--- src/rtl/sec_exc_status_reg.sv ---
module sec_exc_status_reg #(
  parameter int ADDR_W = 12,
  parameter int DATA_W = 32,
  parameter logic [ADDR_W-1:0] REG_OFFSET = 12'hD24
) (
  input  logic              clk,
  input  logic              rst_n,
  input  logic [ADDR_W-1:0] reg_addr,
  input  logic [DATA_W-1:0] reg_wdata,
  input  logic              reg_we,
  input  logic              reg_secure,
  output logic [DATA_W-1:0] reg_rdata,
  input  logic              core_in_secure,
  input  logic              ns_owns_faults,
  input  logic [DATA_W-1:0] set_sec,
  input  logic [DATA_W-1:0] clr_sec,
  input  logic [DATA_W-1:0] set_nsec,
  input  logic [DATA_W-1:0] clr_nsec,
  input  logic [DATA_W-1:0] set_shared,
  input  logic [DATA_W-1:0] clr_shared,
  output logic [DATA_W-1:0] st_sec,
  output logic [DATA_W-1:0] st_nsec,
  output logic [DATA_W-1:0] st_shared
);
  localparam logic [DATA_W-1:0] HFA_M  = DATA_W'(32'h0000_0004);
  localparam logic [DATA_W-1:0] BANK_M = DATA_W'(32'h0025_BC8D);
  localparam logic [DATA_W-1:0] SECF_M = DATA_W'(32'h0018_0010);
  localparam logic [DATA_W-1:0] BUSF_M = DATA_W'(32'h0002_4002);
  localparam logic [DATA_W-1:0] NMI_M  = DATA_W'(32'h0000_0020);
  localparam logic [DATA_W-1:0] DBG_M  = DATA_W'(32'h0000_0100);
  localparam logic [DATA_W-1:0] SH_M   = SECF_M | BUSF_M | NMI_M | DBG_M;
  localparam logic [DATA_W-1:0] BWR_M  = BANK_M & ~HFA_M;

  logic hit, wr, alias_clr;
  logic [DATA_W-1:0] wm_s, wm_ns, wm_sh, kill_ns, kill_sh;
  logic [DATA_W-1:0] nx_s, nx_ns, nx_sh;

  assign hit       = (reg_addr == REG_OFFSET);
  assign wr        = reg_we && hit;
  assign alias_clr = wr && !reg_secure && core_in_secure && ns_owns_faults;

  assign wm_s    = (wr && reg_secure)  ? BWR_M : '0;
  assign wm_ns   = (wr && !reg_secure) ? BWR_M : '0;
  assign wm_sh   = !wr ? '0 : (DBG_M | (reg_secure ? SECF_M : '0)
                   | ((reg_secure || ns_owns_faults) ? BUSF_M : '0));
  assign kill_ns = (alias_clr && !reg_wdata[2]) ? HFA_M : '0;
  assign kill_sh = (alias_clr && !reg_wdata[5]) ? NMI_M : '0;

  assign nx_s  = ((((st_sec & ~wm_s) | (reg_wdata & wm_s)) & ~clr_sec) | set_sec) & BANK_M;
  assign nx_ns = ((((st_nsec & ~wm_ns & ~kill_ns) | (reg_wdata & wm_ns)) & ~clr_nsec)
                 | set_nsec) & BANK_M;
  assign nx_sh = ((((st_shared & ~wm_sh & ~kill_sh) | (reg_wdata & wm_sh)) & ~clr_shared)
                 | set_shared) & SH_M;

  always_ff @(posedge clk or negedge rst_n) begin
    if (!rst_n) begin
      st_sec    <= '0;
      st_nsec   <= '0;
      st_shared <= '0;
    end else begin
      st_sec    <= nx_s;
      st_nsec   <= nx_ns;
      st_shared <= nx_sh;
    end
  end

  assign reg_rdata = !hit ? '0 :
                     reg_secure ? (st_sec | st_shared) :
                     (st_nsec | (st_shared & (DBG_M | (ns_owns_faults ? (BUSF_M | NMI_M) : '0))));

  AST_SEC_HFA_RO: assert property (@(posedge clk) disable iff (!rst_n)
    (wr && reg_secure && !set_sec[2] && !clr_sec[2]) |=> $stable(st_sec[2]));
  AST_NS_HFA_NOSET: assert property (@(posedge clk) disable iff (!rst_n)
    (!set_nsec[2]) |=> !$rose(st_nsec[2]));
  AST_NMI_NOSET: assert property (@(posedge clk) disable iff (!rst_n)
    (!set_shared[5]) |=> !$rose(st_shared[5]));
  AST_NS_SECF_WI: assert property (@(posedge clk) disable iff (!rst_n)
    (wr && !reg_secure && ((set_shared | clr_shared) & SECF_M) == '0)
    |=> $stable(st_shared & SECF_M));
  AST_BUSF_GATED: assert property (@(posedge clk) disable iff (!rst_n)
    (wr && !reg_secure && !ns_owns_faults && ((set_shared | clr_shared) & BUSF_M) == '0)
    |=> $stable(st_shared & BUSF_M));
  AST_NO_CROSS_BANK: assert property (@(posedge clk) disable iff (!rst_n)
    (wr && reg_secure && (set_nsec | clr_nsec) == '0) |=> $stable(st_nsec));
  AST_SET_WINS: assert property (@(posedge clk) disable iff (!rst_n)
    set_sec[0] |=> st_sec[0]);
endmodule

--- config.mk ---
export PLATFORM = sky130hd
export DESIGN_NAME = sec_exc_status_reg
export DESIGN_NICKNAME = d
export VERILOG_FILES = /design/src/rtl/sec_exc_status_reg.sv
export SDC_FILE = /design/constraint.sdc
export NUM_CORES = 1
export LEC_CHECK = 0
export ABC_AREA = 1
export ABC_CLOCK_PERIOD_IN_PS = 2500
export BUFFER_PORTS_ARGS = -buffer_cell sky130_fd_sc_hd__clkbuf_2
export CAP_MARGIN = 5
export CORE_AREA = 5 5 139 141
export DETAILED_ROUTE_END_ITERATION = 10
export DIE_AREA = 0 0 144 146
export SYNTH_ARGS = -nofsm -noshare
export SYNTH_HDL_FRONTEND = slang
export SYNTH_SLANG_ARGS = --single-unit
--- constraint.sdc ---
create_clock -name clk -period 2.5 [get_ports clk]
set_clock_uncertainty 0.2 [all_clocks]
set_input_delay 0.375 -clock clk [delete_from_list [all_inputs] [get_ports clk]]
set_output_delay 0.375 -clock clk [all_outputs]
set_load 0.005 [all_outputs]
# After elaboration in Yosys (flattened, before gate mapping)
# Cells that the tools add are included.
[word_totals] regBits=32 input_bits=242 out_inout_bits=128 wordCells=54
[classes] eq_ne=1 mux=10 bitwise=29 reduce_logical=11
[ops] op="bitwise AND 22 bit" n=7
[ops] op="NOT 22 bit" n=4
[ops] op="bitwise OR 22 bit" n=4
[ops] op="bitwise AND 21 bit" n=4
[ops] op="2-to-1 mux 32 bit" n=2
[ops] op="2-to-1 mux 22 bit" n=2
[ops] op="2-to-1 mux 21 bit" n=2
[ops] op="NOT 21 bit" n=2
[ops] op="bitwise OR 21 bit" n=2
[ops] op="2-to-1 mux 18 bit" n=2
[ops] op="bitwise AND 21 x 32 -> 32 bit" n=1
[ops] op="bitwise OR 22 x 32 -> 32 bit" n=1
[ops] op="NOT 3 -> 22 bit" n=1
[ops] op="bitwise OR 22 x 21 -> 22 bit" n=1
[ops] op="NOT 6 -> 21 bit" n=1
[ops] op="bitwise OR 21 x 18 -> 21 bit" n=1
[ops] op="== test 12 bit, second input constant" n=1
[ops] op="logical AND 1 bit" n=7
[ops] op="2-to-1 mux 6 bit" n=1
[ops] op="zero test 1 bit" n=3
[ops] op="2-to-1 mux 3 bit" n=1
[ops] op="logical OR 1 bit" n=1

# Longest topological paths before layout
[logic_depth] depth_word=12 mapped_depth=10 mapped_depth_nobuf=8

# Least setup slack after synthesis
# Ideal clock, no wire load.
[synth_path] kind="input to output" from="input reg_addr[7]" to="output reg_rdata[19]" arrival_time_ns=1.208 required_time_ns=1.925 setup_slack_ns=0.717 path_stages=8 path_buffers=1 path_cell_list="inv_1 nand2_1 nor2_4 nand3_2 nor2_2 buf_4 inv_1 nor2_1"
[synth_between] elab_chain_len=2
[synth_lines] item="start, declared" line="8" source="input logic [ADDR_W-1:0] reg_addr,"
[synth_lines] item="== test 12 bit" line="38" source="assign hit = (reg_addr == REG_OFFSET);"
[synth_lines] item="2-to-1 mux 32 bit" line="67" source="assign reg_rdata = !hit ? '0 :"
[synth_lines] item="end, declared" line="12" source="output logic [DATA_W-1:0] reg_rdata,"
# No other way between the ends.

# Worst setup path in the final report
[layout_path] from="input reg_addr[7]" to="output reg_rdata[17]"
# Same word-level chain as after synthesis.

==> run metrics <==
Final Non-Filler Cells 826; Final period util 77.1%; final setup margin 573 ps; Final #Nets 838; Detail Route Antenna Nets 0; WP data required 1920 ps; status completed; synth unique cells 21; post-synthesis sequential area ratio 28.9%; Yosys warnings 0; crit path capture type primary output; CTS tree built; top routing layer used met5; worst hold path startpoint set_sec[7]; clock sink total 32; Hold EP st_sec[7]$_DFF_PN0_; R2R setup slack 1470 ps; Post-route DRC 0; WL final 10.2 mm; Post-Syn Area 2780 µm²; DRT iter0 DRCs 65; worst hold slack 64.7 ps; die area 21000 µm²; IO Pins 370; Startpoint Class input pin; final setup fails 0; Critical R2R Launch st_shared[8]$_DFF_PN0_; number of flops mapped to enable cells by yosys 0; worst vdd ir 0.192 mV; Pwr Density 435 nW/µm²; Cells after DPL 817; crit path max fanout 8; post-cts sizing count 0; root buf cell clkbuf_16; Synth Register Bits 32; DP HPWL 8.61 mm; routed wl met3 1.14 mm; pin count of the biggest net entering global routing 19; wl on met1 4.14 mm; Die Height 146 µm; Slew Viols, Final 0; row cnt 49; Starting Density 15.6%; R2R depth 4; Layout area overhead 34.4%; Die W 144 µm; syn avg cell area 6.35 µm²; fin util 20.9%; GR Overflow Total 0; initial antenna violation count 1; wire per inst 12.3 µm; post-route design area 3730 µm²; Hold Violations, Final 0; total CTS buffers 5; Crit Path Class input pin to primary output; Max clock buf depth 2; async set or reset register ratio after synthesis 100%; Critical path origin reg_addr[7]; GP Congestion 0.716; PnR Total Power 1.62 mW; CTS H-tree lvls 2; routed wire length on met2 4.72 mm; maxcap violations 0; port bufs 153; Syn Inst Count 437; worst min-delay path class input pin to flip-flop; setup TNS 0 ps; DR pass1 iterations 4; arrival time worst endpoint 1350 ps; Clock transition at path regs 60 ps; Min Clock Period, post-route 1930 ps; Post-CTS Hold Buffers 1; gr usage total 9.44%; vias per cell 3.42; Hold Path Depth 3; Post-CTS Setup Bufs 0; static leakage 2.48 nW; via count 2821; pre-CTS setup slack 502 ps; RSZ-0062 raised after global routing no; vias in the first global route 2751; R2R Path End st_shared[8]$_DFF_PN0_; layout cells sized above 1 29.6%; diodes inserted 0; fmax 519 MHz; CORE AREA 17800 µm²; first-pass GRT wire length 14.8 mm; Top FF cell, synth dfrtp_1; Clk Latency, worst-skew pair 280 ps; post-place instance area 3550 µm²
-- report_power, final --
group          switching [mW]  internal [mW]  total (mW)
Combinational           0.183          0.136       0.319
Clock                   0.257          0.469       0.726
Sequential             0.0232          0.553       0.576
-- synthesized netlist by cell type, drive strengths merged, types with 4 or more instances --
library cell  number  share of area, %
nand2             71               9.6
nand3             57                10
inv              125                17
nor2              38               6.1
nand4              5               1.1
buf               82                22
clkbuf             6              0.81
nor3               4              0.72
a21oi             12               2.2
dfrtp             32                29
-- critical path, stage by stage --
cell      delay, ps
clkbuf_2         80
inv_1            40
nand2_1          70
nor2_4          170
nand3_2         110
buf_4           200
nor3_1          160
clkbuf_2        140
-- final cells by class --
| type | instances | area [µm²] |
|---|---|---|
| Fill cell | 2088 | 14100 |
| Multi-Input combinational cell | 267 | 1150 |
| Timing Repair Buffer | 165 | 858 |
| Sequential cell | 32 | 801 |
| Inverter | 125 | 469 |
| Tap cell | 229 | 287 |
| Clock buffer | 5 | 125 |
| Clock inverter | 3 | 42.5 |
-- flip-flops by register name, summed over array words and instances (netlist names) --
name / count
st_shared: 8
st_sec: 12
st_nsec: 12
-- worst max-delay path by stage --
stage,to,slack [ps],cells past startpoint
2_1_floorplan,reg_rdata[19],720,8
3_5_place_dp,st_nsec[16]$_DFF_PN0_,500,10
4_1_cts,reg_rdata[17],560,8
6_report,reg_rdata[17],570,8
5_1_grt,reg_rdata[1],470,8
3_3_place_gp,st_nsec[11]$_DFF_PN0_,500,10
-- cells by family after synthesis --
family,Yosys count,synth area share (%)
other cells,1,0.135
flops,32,28.9
compound gates,14,2.61
simple gates,177,28.5
buf+inv,213,39.9
-- cell usage in the layout (no fill, tap or decap) --
cell	Yosys	final
clkbuf_2	0	153
inv_1	125	125
conb_1	1	76
nand2_1	71	71
nand3_1	56	56
nor2_1	35	35
dfrtp_1	32	32
a21oi_1	12	12
buf_4	77	11
nand4_1	5	5
clkbuf_16	0	5
nor3_1	4	4
nor2_4	1	1
nand3_2	1	1
nor2_2	1	1
or2_2	1	1
o21bai_1	1	1
nor2_8	1	1
o21ai_0	1	1
nand3b_1	1	1
clkinv_2	0	1
bufinv_16	0	1
clkinvlp_4	0	1
dlygate4sd3_1	0	1
-- metal layers --
layer / up-vias / GRT usage [%]
met1: 1208 / 11.3
met4: 2 / 2.97
met5: - / 0
met3: 16 / 3.38
met2: 165 / 15.7
li1: 1430 / -
Note: power is estimated with default switching activity, not from simulation.
